<file path="config.mk">
export PLATFORM = sky130hd
export DESIGN_NAME = rtc_sec_update
export DESIGN_NICKNAME = d
export VERILOG_FILES = /design/src/rtl/rtc_upd_pkg.sv /design/src/rtl/rtc_div_chain.sv /design/src/rtl/rtc_upd_ctrl.sv /design/src/rtl/rtc_time_regs.sv /design/src/rtl/rtc_sec_update.sv
export SDC_FILE = /design/constraint.sdc
export NUM_CORES = 1
export LEC_CHECK = 0
export ABC_AREA = 0
export CORE_MARGIN = 5
export CORE_UTILIZATION = 51
export DETAILED_ROUTE_END_ITERATION = 8
export GPL_TIMING_DRIVEN = 0
export PLACE_DENSITY_LB_ADDON = 0.25
export SYNTH_ARGS = -nofsm -noshare
export SYNTH_HDL_FRONTEND = slang
export SYNTH_SLANG_ARGS = --single-unit
</file>
<file path="constraint.sdc">
create_clock -name clk -period 6.5 [get_ports clk]
set_input_delay 0.975 -clock clk [delete_from_list [all_inputs] [get_ports clk]]
set_output_delay 0.975 -clock clk [all_outputs]
set_load 0.1 [all_outputs]
</file>
<file path="src/rtl/rtc_upd_pkg.sv">
// Package: shared addresses, sequencer state type and field-step functions.
// Assumes fields are 8 bits wide, in BCD or plain binary.
package rtc_upd_pkg;

    localparam logic [3:0] A_SEC   = 4'd0;
    localparam logic [3:0] A_MIN   = 4'd2;
    localparam logic [3:0] A_HOUR  = 4'd4;
    localparam logic [2:0] DV_RUN  = 3'b010;

    typedef enum logic [1:0] {ST_IDLE, ST_LEAD, ST_HOLD} upd_state_t;

    // Add one, carrying a BCD low digit of 9 into the tens digit.
    function automatic logic [7:0] bump(input logic [7:0] v, input logic bin);
        if (bin || v[3:0] < 4'd9)
            return v + 8'd1;
        return {v[7:4] + 4'd1, 4'd0};
    endfunction

    // Seconds/minutes step: returns {carry, next}.
    function automatic logic [8:0] step59(input logic [7:0] v, input logic bin);
        logic top;
        top = bin ? (v >= 8'd59) : (v >= 8'h59);
        if (top)
            return {1'b1, 8'h00};
        return {1'b0, bump(v, bin)};
    endfunction

    // Hours step for 24-hour or 12-hour (bit 7 = PM) form.
    function automatic logic [7:0] next_hour(input logic [7:0] v, input logic bin,
                                             input logic h24);
        logic [7:0] h;
        logic [7:0] twelve;
        logic [7:0] eleven;
        logic [7:0] nx;
        if (h24) begin
            if (bin ? (v >= 8'd23) : (v >= 8'h23))
                return 8'h00;
            return bump(v, bin);
        end
        h      = {1'b0, v[6:0]};
        twelve = bin ? 8'd12 : 8'h12;
        eleven = bin ? 8'd11 : 8'h11;
        nx     = bump(h, bin);
        if (h >= twelve)
            return {v[7], 7'd1};
        if (h == eleven)
            return {~v[7], twelve[6:0]};
        return {v[7], nx[6:0]};
    endfunction

endpackage

</file>
<file path="src/rtl/rtc_div_chain.sv">
// Divider phase counter: counts ticks through one second and marks the
// warning point and the second boundary. Assumes DIV_TICKS > UIP_LEAD + 1.
module rtc_div_chain
    import rtc_upd_pkg::*;
#(
    parameter int DIV_TICKS = 32768,
    parameter int UIP_LEAD  = 8
) (
    input  logic       clk,
    input  logic       rst_n,
    input  logic       tick_en,
    input  logic [2:0] dv_sel,
    output logic       div_run,
    output logic       lead_hit,
    output logic       sec_hit
);
    localparam int PH_W = $clog2(DIV_TICKS);
    localparam logic [PH_W-1:0] PH_LAST = PH_W'(DIV_TICKS - 1);
    localparam logic [PH_W-1:0] PH_LEAD = PH_W'(DIV_TICKS - 1 - UIP_LEAD);

    logic [PH_W-1:0] ph_q;
    logic            dv_rst;

    // Decode the divider code into run and reset conditions.
    always_comb begin
        div_run  = (dv_sel == DV_RUN);
        dv_rst   = (dv_sel[2:1] == 2'b11);
        lead_hit = div_run && tick_en && (ph_q == PH_LEAD);
        sec_hit  = div_run && tick_en && (ph_q == PH_LAST);
    end

    // Advance the phase on each tick, hold at zero in reset, else freeze.
    always_ff @(posedge clk) begin
        if (!rst_n || dv_rst)
            ph_q <= '0;
        else if (div_run && tick_en)
            ph_q <= (ph_q == PH_LAST) ? '0 : ph_q + 1'b1;
    end

endmodule

</file>
<file path="src/rtl/rtc_upd_ctrl.sv">
// Update sequencer: raises the in-progress bit at the warning point, fires
// the time advance at the boundary, holds for UPD_TICKS ticks, then pulses
// the flags. Assumes UPD_TICKS >= 1.
module rtc_upd_ctrl
    import rtc_upd_pkg::*;
#(
    parameter int UPD_TICKS = 65
) (
    input  logic clk,
    input  logic rst_n,
    input  logic tick_en,
    input  logic div_run,
    input  logic lead_hit,
    input  logic sec_hit,
    input  logic set_mode,
    input  logic alarm_hit,
    output logic uip,
    output logic adv,
    output logic upd_flag,
    output logic alm_flag
);
    localparam int CW = $clog2(UPD_TICKS + 1);
    localparam logic [CW-1:0] CNT_LAST = CW'(UPD_TICKS - 1);

    upd_state_t      st_q;
    logic [CW-1:0]   cnt_q;

    // Status and advance strobe from the state.
    always_comb begin
        uip = (st_q != ST_IDLE);
        adv = (st_q == ST_LEAD) && sec_hit && !set_mode;
    end

    // Sequence warning, advance and hold windows; emit one-cycle flags.
    always_ff @(posedge clk) begin
        if (!rst_n) begin
            st_q     <= ST_IDLE;
            cnt_q    <= '0;
            upd_flag <= 1'b0;
            alm_flag <= 1'b0;
        end else begin
            upd_flag <= 1'b0;
            alm_flag <= 1'b0;
            case (st_q)
                ST_IDLE: if (lead_hit && !set_mode) st_q <= ST_LEAD;
                ST_LEAD: begin
                    if (set_mode || !div_run) begin
                        st_q <= ST_IDLE;
                    end else if (sec_hit) begin
                        st_q  <= ST_HOLD;
                        cnt_q <= '0;
                    end
                end
                ST_HOLD: begin
                    if (tick_en) begin
                        if (cnt_q == CNT_LAST) begin
                            st_q     <= ST_IDLE;
                            upd_flag <= 1'b1;
                            alm_flag <= alarm_hit;
                        end else begin
                            cnt_q <= cnt_q + 1'b1;
                        end
                    end
                end
                default: st_q <= ST_IDLE;
            endcase
        end
    end


    uip_rise_needs_clear_set_chk: assert property (@(posedge clk) disable iff (!rst_n)
        $rose(uip) |-> $past(!set_mode));

endmodule

</file>
<file path="src/rtl/rtc_time_regs.sv">
// Time and alarm fields: host writes, one-second advance with carries, and
// the alarm compare. A host write wins over an advance on the same field.
module rtc_time_regs
    import rtc_upd_pkg::*;
(
    input  logic       clk,
    input  logic       rst_n,
    input  logic       adv,
    input  logic       bin_mode,
    input  logic       h24_mode,
    input  logic       wr_en,
    input  logic [3:0] wr_addr,
    input  logic [7:0] wr_data,
    output logic [7:0] sec_o,
    output logic [7:0] min_o,
    output logic [7:0] hour_o,
    output logic       alarm_hit
);
    localparam int N_ALM = 3;

    logic [7:0] sec_q, min_q, hour_q;
    logic [8:0] sec_nx, min_nx;
    logic [7:0] hour_nx;
    logic       wr_sec, wr_min, wr_hour;
    logic [N_ALM-1:0] alm_eq;
    logic [7:0] cur [N_ALM];

    // Next values and write decodes.
    always_comb begin
        sec_nx  = step59(sec_q, bin_mode);
        min_nx  = step59(min_q, bin_mode);
        hour_nx = next_hour(hour_q, bin_mode, h24_mode);
        wr_sec  = wr_en && (wr_addr == A_SEC);
        wr_min  = wr_en && (wr_addr == A_MIN);
        wr_hour = wr_en && (wr_addr == A_HOUR);
        cur[0]  = sec_q;
        cur[1]  = min_q;
        cur[2]  = hour_q;
    end

    // Seconds field.
    always_ff @(posedge clk) begin
        if (!rst_n)      sec_q <= 8'h00;
        else if (wr_sec) sec_q <= wr_data;
        else if (adv)    sec_q <= sec_nx[7:0];
    end

    // Minutes field, advanced on a seconds carry.
    always_ff @(posedge clk) begin
        if (!rst_n)                    min_q <= 8'h00;
        else if (wr_min)               min_q <= wr_data;
        else if (adv && sec_nx[8])     min_q <= min_nx[7:0];
    end

    // Hours field, advanced on a minutes carry.
    always_ff @(posedge clk) begin
        if (!rst_n)                              hour_q <= 8'h00;
        else if (wr_hour)                        hour_q <= wr_data;
        else if (adv && sec_nx[8] && min_nx[8])  hour_q <= hour_nx;
    end

    // Alarm fields at odd addresses 1, 3, 5, each paired with a time field.
    for (genvar i = 0; i < N_ALM; i++) begin : g_alm
        logic [7:0] val_q;
        // Load one alarm field from the host port.
        always_ff @(posedge clk) begin
            if (!rst_n)
                val_q <= 8'h00;
            else if (wr_en && (wr_addr == 4'(2 * i + 1)))
                val_q <= wr_data;
        end
        assign alm_eq[i] = (cur[i] == val_q);
    end

    assign alarm_hit = &alm_eq;
    assign sec_o     = sec_q;
    assign min_o     = min_q;
    assign hour_o    = hour_q;


    adv_moves_seconds_chk: assert property (@(posedge clk) disable iff (!rst_n)
        adv && !wr_sec |=> sec_q != $past(sec_q));

endmodule

</file>
<file path="src/rtl/rtc_sec_update.sv">
// Top: joins the divider, the update sequencer and the time fields.
// Assumes tick_en is a one-cycle pulse per reference tick.
module rtc_sec_update #(
    parameter int DIV_TICKS = 32768,
    parameter int UIP_LEAD  = 8,
    parameter int UPD_TICKS = 65
) (
    input  logic       clk,
    input  logic       rst_n,
    input  logic       tick_en,
    input  logic [2:0] dv_sel,
    input  logic       set_mode,
    input  logic       bin_mode,
    input  logic       h24_mode,
    input  logic       wr_en,
    input  logic [3:0] wr_addr,
    input  logic [7:0] wr_data,
    output logic       uip,
    output logic [7:0] sec_o,
    output logic [7:0] min_o,
    output logic [7:0] hour_o,
    output logic       upd_flag,
    output logic       alm_flag
);
    logic div_run, lead_hit, sec_hit, adv, alarm_hit;

    rtc_div_chain #(.DIV_TICKS(DIV_TICKS), .UIP_LEAD(UIP_LEAD)) u_div (
        .clk(clk), .rst_n(rst_n), .tick_en(tick_en), .dv_sel(dv_sel),
        .div_run(div_run), .lead_hit(lead_hit), .sec_hit(sec_hit)
    );

    rtc_upd_ctrl #(.UPD_TICKS(UPD_TICKS)) u_ctrl (
        .clk(clk), .rst_n(rst_n), .tick_en(tick_en), .div_run(div_run),
        .lead_hit(lead_hit), .sec_hit(sec_hit), .set_mode(set_mode),
        .alarm_hit(alarm_hit), .uip(uip), .adv(adv),
        .upd_flag(upd_flag), .alm_flag(alm_flag)
    );

    rtc_time_regs u_regs (
        .clk(clk), .rst_n(rst_n), .adv(adv), .bin_mode(bin_mode),
        .h24_mode(h24_mode), .wr_en(wr_en), .wr_addr(wr_addr),
        .wr_data(wr_data), .sec_o(sec_o), .min_o(min_o), .hour_o(hour_o),
        .alarm_hit(alarm_hit)
    );


    change_behind_uip_chk: assert property (@(posedge clk) disable iff (!rst_n)
        (sec_o != $past(sec_o)) && !$past(wr_en) |-> $past(uip));


    flag_after_uip_fall_chk: assert property (@(posedge clk) disable iff (!rst_n)
        upd_flag |-> !uip && $past(uip));


    alarm_with_update_chk: assert property (@(posedge clk) disable iff (!rst_n)
        alm_flag |-> upd_flag);

endmodule

</file>
==> impl_metrics.ini, run 1 <==
[synthesis]
synth_top_family_by_area = simple AND/OR/NAND/NOR gates
synth_fa_ha_area_frac = 0.06358
avgSynthCellArea_um2 = 8.293
ys_seq_area_frac = 0.3422
synthCells = 522
ys_seq_elements = 74
synthArstFlopShare = 0
synth-compound-area-share = 0.1301
synthSimpleGateAreaFrac = 0.2598
synth_xor_area_frac = 0.09711
synth_edf_count = 0
synthDistinctLibCells = 57
yosysWarnings = 0
ys.flop_type = dfxtp_1
synthesis.nets = 566
synth.cell_area_um2 = 4329
synthMuxAreaShare = 0.06850

[place]
gp_congestion = 0.8878
placed_area_um2 = 4941
io_buffers = 48
dp_worst_setup_slack_ps = 2313
dpl.hpwl_um = 8713

[timing]
fin_skew_ps = 14.66
setup_viol = 0
grt_setup_unrepaired = false
maxSlewViolCount = 0
min_period_ps = 3858
slew_headroom = 0.3430
setup_ws_ps = 2642
fmax_ghz = 0.2592
worst_pin_slew_ps = 982.5
fin_tns_setup_ps = 0
hold_viol_final = 0
fin_crit_sh = 0.5936

[setup_path]
cp_cell_sequence = clkdlybuf4s50_1, buf_2, inv_1, ha_1, a2111oi_0, a21oi_1, nor3_1, a22oi_1, o32ai_1
r2r_setup_slack_ps = 3680
arrival_ps = 4100
reg2reg_depth = 6
crit_buf_inv = 3
crit_fanout = 10
critPathCaptureType = register
r2r_end = u_regs.hour_o[4]
critPathLaunchType = primary input
cpPeakStageDelay_ps = 610
r2r-start = u_regs.hour_o[4]
path_class = in2reg
cp_slowest_cell = nor3_1
worst_ep_required_time_ps = 6750
cpLargestDelayFamily = compound AO/OA/AOI/OAI gates

[floorplanning]
io_pins = 49
dieArea_um2 = 10430
die_w_um = 102.1
rows = 33
core-area_um2 = 8258
die_h_um = 102.1
initial_core_util = 0.5242

[finish]
multi_input_area_um2 = 2680
ff_latch_area_um2 = 1481
final_common_cell = dfxtp_1
final_nets = 625
area_growth_syn_to_layout_pct = 18.93
final_cell_mix = 74 x dfxtp_1, 66 x nor2_1, 48 x clkdlybuf4s50_1
final_area_um2 = 5149
final_util = 0.6235
antenna_cells = 0
n_fill_cell = 731
drive_gt1_frac = 0.05802

[clocking]
cts_sinks = 74
ctsHtreeMaxLevel = 3
clk_pin_slew_ps = 80
root_buffer = clkbuf_8
cts_resized = 0
cts_buffers = 9
cts_setup_buffers = 0
ctsHoldBuffers = 0
cts_tree = built
clock_latency_ps = 350
cts_buffer_depth = 2

[job]
maxCapViolCount = 0

[min_path]
min_path_type = reg2reg
hp-start = u_div.ph_q[1]
min_path_cells = 2
whs_endpoint = u_div.ph_q[1]

[detailed_routing]
drc = 0
wirelength_um = 11750
ant_nets = 0
num_vias = 4081
first_pass_iters = 5
avgRoutedWirePerCell_um = 17.00
first_iter_violations = 385
routed_via_density = 5.906

[global_routing]
grt_use_total = 0.2360
antenna_found_initial = 0
grt_first_pass_wirelength_um = 19430
grt_pass1_vias = 3976
grt.overflow.total = 0
grt_max_degree = 15

[power]
peakVddDrop_mv = 0.1185
leakagePower_uw = 0.001954
p_per_area_nw_per_um2 = 183.8

[status]
status = finished clean
-- Yosys cell counts (2+ instances only) --
| cell | number | area, µm² |
|---|---|---|
| o2111ai_1 | 2 | 17.52 |
| or2_2 | 5 | 31.28 |
| a21oi_1 | 22 | 110.1 |
| and2_1 | 4 | 25.02 |
| nor4_1 | 4 | 25.02 |
| a22oi_1 | 4 | 30.03 |
| o21ai_0 | 23 | 115.1 |
| nand2_1 | 39 | 146.4 |
| nand3_1 | 29 | 145.1 |
| a221oi_1 | 2 | 17.52 |
| and3_1 | 14 | 87.58 |
| dfxtp_1 | 74 | 1481 |
| nand2b_1 | 10 | 62.56 |
| o21ai_2 | 2 | 17.52 |
| ha_1 | 22 | 275.3 |
| nor2b_1 | 2 | 12.51 |
| nor2_1 | 66 | 247.7 |
| inv_1 | 22 | 82.58 |
| clkbuf_1 | 16 | 60.06 |
| a2bb2oi_1 | 3 | 26.28 |
| xor2_1 | 16 | 140.1 |
| nand4_1 | 14 | 87.58 |
| nor3b_1 | 6 | 45.04 |
| nand3b_1 | 5 | 37.54 |
| a21boi_0 | 2 | 15.01 |
| mux2i_1 | 27 | 270.3 |
| buf_2 | 2 | 10.01 |
| a31oi_1 | 8 | 50.05 |
| nor3_1 | 10 | 50.05 |
| o31ai_1 | 3 | 22.52 |
| and4_1 | 7 | 61.31 |
| xnor2_1 | 32 | 280.3 |
-- cells by family (layout without fill, tap and decap cells) --
family          Yosys count  count (layout)
compound gates           86              86
xor+xnor                 48              48
buf+inv                  42             106
mux                      29              29
simple gates            221             221
fa+ha+maj                22              22
flops                    74              74
-- area by class of cell --
cell class / count / area share
inverter: 22 / 0.01604
tap: 105 / 0.02552
clock inverter: 6 / 0.01361
buffer: 20 / 0.01652
multi-input combinational: 406 / 0.5205
timing repair buffer: 48 / 0.09332
sequential: 74 / 0.2877
clock buffer: 10 / 0.02673
-- worst max-delay path by stage --
stage	startpoint	end	slack, ps	cells past startpoint
after floorplan	u_regs.sec_o[0]	u_regs.hour_o[0]	3510	9
after global placement	bin_mode	u_regs.hour_o[4]	2350	9
after detailed placement	bin_mode	u_regs.hour_o[4]	2310	9
after CTS	bin_mode	u_regs.hour_o[4]	2670	9
after global routing	bin_mode	u_regs.hour_o[4]	2520	9
final	bin_mode	u_regs.hour_o[4]	2640	9
-- state kept, by name, summed over array words and instances, names as in the netlist --
signal              flops
u_ctrl.alm_flag         1
u_ctrl.cnt_q            7
u_ctrl.st_q             2
u_ctrl.upd_flag         1
u_div.ph_q             15
u_regs.g_alm.val_q     24
u_regs.hour_o           8
u_regs.min_o            8
u_regs.sec_o            8
-- worst min-delay path: stages, from the launching register on --
cell	delay, ps
dfxtp_1	330
nand2_1	70
a21oi_1	50
-- per-layer routing --
layer / vias up / share of wire / GRT usage
met1: 1909 / 0.41 / 0.2969
met5: - / 0 / 0
met4: 0 / 0.031 / 0.1080
li1: 1968 / - / -
met3: 34 / 0.072 / 0.04369
met2: 170 / 0.48 / 0.3923
-- stage by stage --
step / instances / power, µW / hold WS [ps]
after floorplan: 522 / 535.4 / 444.6
after global placement: 675 / 575.2 / 454.1
after detailed placement: 675 / 576.9 / 480.0
after CTS: 691 / 950.3 / 489.8
after global routing: 691 / 984.7 / 519.0
final: 691 / 946.1 / 487.8
-- report_power, final --
part	total, µW	internal, µW	switching [µW]
clock network	379	192	187
registers	464	458	6.30
logic	103	36.9	66.6
total	946	687	260
Note: power is estimated with default switching activity, not from simulation.
==> inputs of run 2 (changes only) <==
==> constraint.sdc (replaced) <==
create_clock -name clk -period 3.7 [get_ports clk]
set_input_delay 0.555 -clock clk [delete_from_list [all_inputs] [get_ports clk]]
set_output_delay 0.555 -clock clk [all_outputs]
set_load 0.1 [all_outputs]
==> results of run 2 <==
Same layout as run 1 (identical final DEF). Status: finished clean.
Main changes from that run: setup slack after placement 2313 ps -> -66.74 ps; setup slack after layout 2642 ps -> 261.5 ps; register-to-register setup slack 3680 ps -> 880 ps; total power 946.1 µW -> 1662 µW; worst IR drop on VDD 0.1185 mV -> 0.2082 mV
